<file path="src/rtl/fp_exc_recorder_pkg.sv">
package fp_exc_recorder_pkg;
  localparam int EXC_W        = 5;
  localparam int CUR_LSB      = 0;
  localparam int ACC_LSB      = CUR_LSB + EXC_W;
  localparam int MASK_LSB     = 23;
  localparam int TRAPTYPE_BIT = 14;
  localparam int PC_STEP      = 4;

  typedef struct packed {
    logic             load;
    logic             doTrap;
    logic             doAccrue;
    logic             doAdvance;
    logic [EXC_W-1:0] curExc;
  } strobe_t;
endpackage

</file>
<file path="src/rtl/fp_exc_recorder_ctrl.sv">
module fp_exc_recorder_ctrl
  import fp_exc_recorder_pkg::*;
#(
  parameter int STAT_W = 64
) (
  input  logic              clk,
  input  logic              rstN,
  input  logic              inValid,
  input  logic [STAT_W-1:0] statusIn,
  input  logic [EXC_W-1:0]  excVec,
  output strobe_t           strobes,
  output logic              outValid
);
  logic [EXC_W-1:0] enabledExc;
  logic [EXC_W-1:0] topExc;
  logic             trapNow;

  assign enabledExc = excVec & statusIn[MASK_LSB +: EXC_W];
  assign trapNow    = |enabledExc;

  // Upward scan: the highest enabled bit is written last and wins.
  always_comb begin
    topExc = '0;
    for (int i = 0; i < EXC_W; i++) begin
      if (enabledExc[i]) topExc = EXC_W'(1) << i;
    end
  end

  always_comb begin
    strobes.load      = inValid;
    strobes.doTrap    = trapNow;
    strobes.doAccrue  = !trapNow;
    strobes.doAdvance = !trapNow;
    strobes.curExc    = trapNow ? topExc : excVec;
  end

  always_ff @(posedge clk) begin
    if (!rstN) outValid <= 1'b0;
    else       outValid <= inValid;
  end
endmodule

</file>
<file path="src/rtl/fp_exc_recorder_dp.sv">
module fp_exc_recorder_dp
  import fp_exc_recorder_pkg::*;
#(
  parameter int STAT_W = 64,
  parameter int PC_W   = 64
) (
  input  logic              clk,
  input  logic              rstN,
  input  strobe_t           strobes,
  input  logic [STAT_W-1:0] statusIn,
  input  logic [PC_W-1:0]   pcIn,
  input  logic [PC_W-1:0]   npcIn,
  output logic [STAT_W-1:0] statusOut,
  output logic              trapOut,
  output logic [PC_W-1:0]   pcOut,
  output logic [PC_W-1:0]   npcOut
);
  logic [STAT_W-1:0] statusNext;
  logic [PC_W-1:0]   pcNext;
  logic [PC_W-1:0]   npcNext;

  always_comb begin
    statusNext = statusIn;
    statusNext[CUR_LSB +: EXC_W] = strobes.curExc;
    if (strobes.doAccrue)
      statusNext[ACC_LSB +: EXC_W] = statusIn[ACC_LSB +: EXC_W] | strobes.curExc;
    if (strobes.doTrap)
      statusNext[TRAPTYPE_BIT] = 1'b1;
  end

  always_comb begin
    if (strobes.doAdvance) begin
      pcNext  = npcIn;
      npcNext = npcIn + PC_W'(PC_STEP);
    end else begin
      pcNext  = pcIn;
      npcNext = npcIn;
    end
  end

  always_ff @(posedge clk) begin
    if (!rstN) begin
      statusOut <= '0;
      trapOut   <= 1'b0;
      pcOut     <= '0;
      npcOut    <= '0;
    end else if (strobes.load) begin
      statusOut <= statusNext;
      trapOut   <= strobes.doTrap;
      pcOut     <= pcNext;
      npcOut    <= npcNext;
    end
  end
endmodule

</file>
<file path="src/rtl/fp_exc_recorder.sv">
module fp_exc_recorder
  import fp_exc_recorder_pkg::*;
#(
  parameter int STAT_W = 64,
  parameter int PC_W   = 64
) (
  input  logic              clk,
  input  logic              rstN,
  input  logic              inValid,
  input  logic [STAT_W-1:0] statusIn,
  input  logic [EXC_W-1:0]  excVec,
  input  logic [PC_W-1:0]   pcIn,
  input  logic [PC_W-1:0]   npcIn,
  output logic              outValid,
  output logic [STAT_W-1:0] statusOut,
  output logic              trapOut,
  output logic [PC_W-1:0]   pcOut,
  output logic [PC_W-1:0]   npcOut
);
  strobe_t strobes;

  fp_exc_recorder_ctrl #(.STAT_W(STAT_W)) i_ctrl (
    .clk(clk), .rstN(rstN), .inValid(inValid), .statusIn(statusIn),
    .excVec(excVec), .strobes(strobes), .outValid(outValid)
  );

  fp_exc_recorder_dp #(.STAT_W(STAT_W), .PC_W(PC_W)) i_dp (
    .clk(clk), .rstN(rstN), .strobes(strobes), .statusIn(statusIn),
    .pcIn(pcIn), .npcIn(npcIn), .statusOut(statusOut), .trapOut(trapOut),
    .pcOut(pcOut), .npcOut(npcOut)
  );
endmodule

</file>
<file path="config.mk">
export PLATFORM = sky130hd
export DESIGN_NAME = fp_exc_recorder
export DESIGN_NICKNAME = d
export VERILOG_FILES = /design/src/rtl/fp_exc_recorder_pkg.sv /design/src/rtl/fp_exc_recorder_ctrl.sv /design/src/rtl/fp_exc_recorder_dp.sv /design/src/rtl/fp_exc_recorder.sv
export SDC_FILE = /design/constraint.sdc
export NUM_CORES = 1
export LEC_CHECK = 0
export CAP_MARGIN = 10
export CORE_AREA = 2 2 151 153
export CTS_CLUSTER_DIAMETER = 200
export CTS_CLUSTER_SIZE = 14
export DETAILED_ROUTE_END_ITERATION = 7
export DIE_AREA = 0 0 153 155
export GPL_TIMING_DRIVEN = 0
export HOLD_SLACK_MARGIN = 0.02
export PLACE_DENSITY = 0.77
export SETUP_SLACK_MARGIN = 0.05
export SYNTH_ARGS = -nofsm -noshare
export SYNTH_HDL_FRONTEND = slang
export SYNTH_SLANG_ARGS = --single-unit
</file>
<file path="constraint.sdc">
create_clock -name clk -period 4.2 [get_ports clk]
set_clock_uncertainty 0.15 [all_clocks]
set_input_delay 0.84 -clock clk [delete_from_list [all_inputs] [get_ports clk]]
set_output_delay 0.84 -clock clk [all_outputs]
set_load 0.01 [all_outputs]
</file>
== After elaboration in Yosys (flattened, before gate mapping) ==
Cells that the tools add are included.

* Add/subtract/negate cells: 1
* Multiplexer cells: 10
* Reductions and logical operators: 1
* Bitwise operators: 2

{| class="wikitable"
|+ Operators by type and width
! operator !! count
|-
| $mux 64 || 2
|-
| $add 64x3->64 const B || 1
|-
| $mux 5 || 3
|-
| $and 5x5->5 || 1
|-
| $or 5x5->5 || 1
|-
| $reduce_or 5->1 || 1
|-
| $mux 4 || 1
|-
| $mux 3 || 1
|-
| $mux 1 || 2
|-
| $mux 2 || 1
|}

* Flip-flop bits (word level): 194
* Input port bits: 200
* Output and inout bits: 194

== Logic depth before layout (Yosys ltp) ==
* Depth after elaboration: 9
* Depth in mapped cells: 9
* Depth with buffers taken out: 6

== Cells and area by module ==
From an unflattened synthesis, not the netlist that was laid out.

* Cells, all modules: 984
* Area total of the unflattened synthesis: 8879.8 sq um

{| class="wikitable"
|+ By module, submodules not included
! module !! area an instance (sq um) !! times used !! sequential area each (sq um) !! cells an instance
|-
| fp_exc_recorder_dp || 8724.6 || 1 || 3863.7 || 964
|-
| fp_exc_recorder_ctrl || 155.1 || 1 || 20.0 || 20
|}

== Least setup slack after synthesis ==
No wires, ideal clock.

* Path kind: in2reg
* From: in npcIn[33]
* To: reg i_dp.npcOut[40]
* Setup slack: 1217 ps
* Required time: 3976 ps
* Data arrival time: 2759 ps
* Path buffers: 3
* Cell stages on the path: 8
* Cell sequence: buf_2 nand2_1 or4_1 buf_2 or4_1 buf_2 or3_1 a31oi_1

* Longest elaborated chain between the ends: 2

{| class="wikitable"
|+ RTL lines
! item !! RTL line !! text
|-
| start, declared || fp_exc_recorder.sv:13 || <nowiki>input logic [PC_W-1:0] npcIn,</nowiki>
|-
| $add 64x3->64 || fp_exc_recorder_dp.sv:34 || <nowiki>npcNext = npcIn + PC_W'(PC_STEP);</nowiki>
|-
| $mux 64 || fp_exc_recorder_dp.sv:32 || <nowiki>if (strobes.doAdvance) begin</nowiki>
|-
| end signal, assigned || fp_exc_recorder_dp.sv:51 || <nowiki>npcOut <= npcNext;</nowiki>
|-
| end, declared || fp_exc_recorder_dp.sv:16 || <nowiki>output logic [PC_W-1:0] npcOut</nowiki>
|}

Every way passes these cells.
A chain may end at the register's enable or synchronous reset.

== Worst setup path after layout ==
* From: in excVec[1]
* To: reg i_dp.npcOut[32]

* Longest elaborated chain between the ends: 3

{| class="wikitable"
|+ RTL lines
! item !! RTL line !! text
|-
| start, declared || fp_exc_recorder.sv:11 || <nowiki>input logic [EXC_W-1:0] excVec,</nowiki>
|-
| $and 5x5->5 || fp_exc_recorder_ctrl.sv:18 || <nowiki>assign enabledExc = excVec & statusIn[MASK_LSB +: EXC_W];</nowiki>
|-
| $reduce_or 5->1 || fp_exc_recorder_ctrl.sv:19 || <nowiki>assign trapNow = |enabledExc;</nowiki>
|-
| $mux 64 || fp_exc_recorder_dp.sv:32 ||
|}

Every way passes these cells.

==> summary.txt <==
Power and ir drop
  – PwrDens: 350.3 mW/mm2
  – Worst VDD drop: 0.2547 mV
  – Seq pwr share: 43.0%
  – Sw Share: 29.71%
  – Logic pwr share: 21.2%
  – Int Power: 0.003326 W
  – LEAKAGE: 4.974 nW
  – Psw: 0.001406 W
  – Clock share of power: 35.8%

Critical path
  – Worst path slowest cell: or4_1
  – CP peak stage delay: 680 ps
  – Kind of critical path: input port to flop
  – CP bufs+invs: 3
  – Crit path cell chain: clkdlybuf4s50_1 -> a22oi_2 -> nand3_1 -> or4_1 -> clkbuf_1 -> clkbuf_1 -> o31ai_1 -> a31oi_1
  – Critical R2R Launch: i_dp.pcOut[46]
  – Crit path max fanout: 10
  – Worst Path Arrival: 4060 ps
  – Critical path startpoint category: input port
  – Most used cell, CP: clkbuf_1
  – CP endpoint kind: flop
  – Required @ worst endpoint: 4360 ps
  – Delay-heaviest family, CP: buffers and inverters
  – Slack of the worst reg-to-reg path: 3250 ps
  – FF-to-FF path depth: 2
  – Reg-to-reg critical path endpoint: i_dp.pcOut[46]

Finish
  – Layout area overhead: 55.17%
  – Seq. cell area: 0.003884 mm2
  – N_diodes: 0
  – Number of nets in the layout: 1673
  – Proportion of layout cells with a drive suffix above 1: 2.695%
  – FILL cells: 1943
  – Area of the multi-input gates: 0.004418 mm2

Run
  – Max Cap Violations: 0

STA
  – Final hold violation count: 0
  – Fmax: 256.2 MHz
  – Setup violators final: 0
  – Slew at the pin closest to its max-slew limit: 1200 ps
  – Tmin final: 3904 ps
  – Final Max Slew Viols: 0
  – Relative slew margins: 19.23%
  – TNS Setup: 0 ps
  – Final Worst Setup Slack: 296.5 ps
  – RSZ-0062 raised after global routing: no
  – Fin crit share: 92.94%

Route
  – DRC: 0
  – DRT antenna net count: 0
  – DRT iter0 DRCs: 859
  – Via Count: 10020
  – Final WL: 36940 um
  – TritonRoute pass-1 iters: 6
  – Vias/cell: 5.664
  – Wirelength per Cell: 20.88 um

Clock tree
  – Post-CTS setup buffer count: 0
  – Worst-path clk slew: 80 ps
  – CTS H-tree depth: 4
  – Clock buffer depth: 2
  – Inserted Clock Buffers: 17
  – Clk_lat worst skew: 440 ps
  – CTS tree: done
  – Root Buffer: clkbuf_16
  – # clock sinks: 194

Synthesis
  – Sequential share of the synthesized area: 44.62%
  – Largest cells by area after synthesis: dfxtp_1, nand2_1, a311oi_1
  – Net count after synthesis: 1269
  – Top-count cell post-synth: dfxtp_1
  – Synth top cells by count: dfxtp_1, nand2_1, nor2_1, clkbuf_1, a311oi_1
  – Distinct cells, synth: 42
  – Post-synth ARST share: 0%
  – EDFF count, synth: 0
  – Post-Syn Area per Cell: 8.150 um2
  – Main synth FF type: dfxtp_1
  – Netlist area before placement: 0.008705 mm2
  – Post-synth top area share: 44.62%
  – #FFs+latches synth: 194
  – Synthesis Warnings: 0
  – Top cell type by total area after synthesis: dfxtp_1
  – Synth Instances: 1068

Floorplan
  – Core ar.: 0.02223 mm2
  – Chip width: 153 um
  – Starting Density: 39.16%
  – Die Y: 155 um
  – Die area: 0.02372 mm2
  – I/O pins: 394
  – Rows: 55

Worst hold path
  – HP Class: flop to flop
  – Hold EP: i_dp.statusOut[3]
  – Hold Startpoint: i_dp.statusOut[3]
  – Worst hold stages: 2

Global routing
  – First-pass GRT wire length: 55090 um
  – Pin count of the biggest net entering global routing: 20
  – Initial antenna violation count: 0
  – Number of global-route vias before repair: 9501
  – GRT Util Overall: 29.91%
  – Grt ovf: 0

Outcome
  – Run status: completed

Place
  – Worst slack, placed: -240.7 ps
  – Final HPWL DP: 28160 um
  – Port Buffers: 384
  – Placer Congestion: 0.8724
cells by family after synthesis:
kind of cell	count (synthesis)	synth area share, %
AOI/OAI and AO/OA	221	17.54
muxes	55	6.325
adders and majority gates	1	0.1437
xor gates and xnor gates	25	2.515
DFF	194	44.62
buffers and inverters	106	4.628
and+or+nand+nor	466	24.23
power by group through the flow:
stage	Combinational, W	Clock, W	Sequential [W]
floorplan	0.000320	0	0.00213
global placement	0.000986	0	0.00207
detailed placement	0.000998	0	0.00207
CTS	0.00100	0.00171	0.00203
global route	0.00107	0.00178	0.00205
finish	0.00100	0.00169	0.00203
through the flow:
step | utilization, % | power [W] | std cells | area, um2 | hold slack [ps]
floorplan | - | 0.002450 | 1068 | 8705 | 335.8
detailed placement | 58.08 | 0.003073 | 1738 | 12910 | 307.9
global route | 60.77 | 0.004896 | 1769 | 13510 | 341.2
global placement | 58.06 | 0.003058 | 1737 | 12900 | 298.5
finish | 60.77 | 0.004732 | 1769 | 13510 | 314.7
CTS | 60.76 | 0.004745 | 1769 | 13510 | 316.8
flip-flops by register name (all words and copies together), names as in the netlist:
register / count
i_dp.npcOut: 64
i_dp.pcOut: 64
i_dp.statusOut: 64
i_ctrl.outValid: 1
i_dp.trapOut: 1
layout by cell type, fill, tap and decap left out, types with 15 or more instances in the layout:
cell	count
nor2_1	148
a21oi_1	30
clkbuf_16	17
or4_1	17
inv_1	15
nand2_1	173
xnor2_1	19
mux2i_1	55
nor3_1	27
clkbuf_1	80
a311oi_1	68
o21ai_0	63
nand4_1	24
clkdlybuf4s50_1	384
dfxtp_1	194
nor4_1	18
nand3_1	26
a31oi_1	16
routing by layer:
layer  share of wire, %  wire, um  up-vias  GRT usage [%]
met3                8.9      3282       81          7.354
met4                3.4      1259        0          11.42
met2                 49     18270      535          52.94
li1                   -         -     4653              -
met1                 38     14130     4750          35.06
met5                  0         0        -              0
worst register-to-register path: stages, from the launching register on:
cell	delay [ps]
dfxtp_1	400
nor2_1	60
a311oi_1	250
what timing repair did:
action	in CTS	in global routing
resized for setup	0	2
endpoints found under the hold margin	0	0
hold buffers	0	0
setup endpoints to repair	0	16
final cells by class:
class / instances / area share [%]
multi-input cells: 768 / 32.71
flip-flops and latches: 194 / 28.75
repair buffers: 385 / 28.49
clock buffers: 17 / 3.150
well taps: 285 / 2.640
plain buffers: 89 / 2.520
clock inverters: 14 / 1.260
inverters: 17 / 0.4724
worst max-delay path by stage:
stage | end | startpoint | slack, ps | cells after the start
5_1_grt | i_dp.npcOut[32] | excVec[1] | 110 | 8
2_1_floorplan | i_dp.npcOut[40] | npcIn[33] | 1220 | 8
4_1_cts | i_dp.pcOut[23] | statusIn[27] | 200 | 9
3_3_place_gp | i_dp.pcOut[12] | statusIn[27] | -230 | 9
3_5_place_dp | i_dp.pcOut[26] | statusIn[27] | -240 | 9
6_report | i_dp.npcOut[32] | excVec[1] | 300 | 8
No activity file was read; power rests on OpenSTA's default activity.
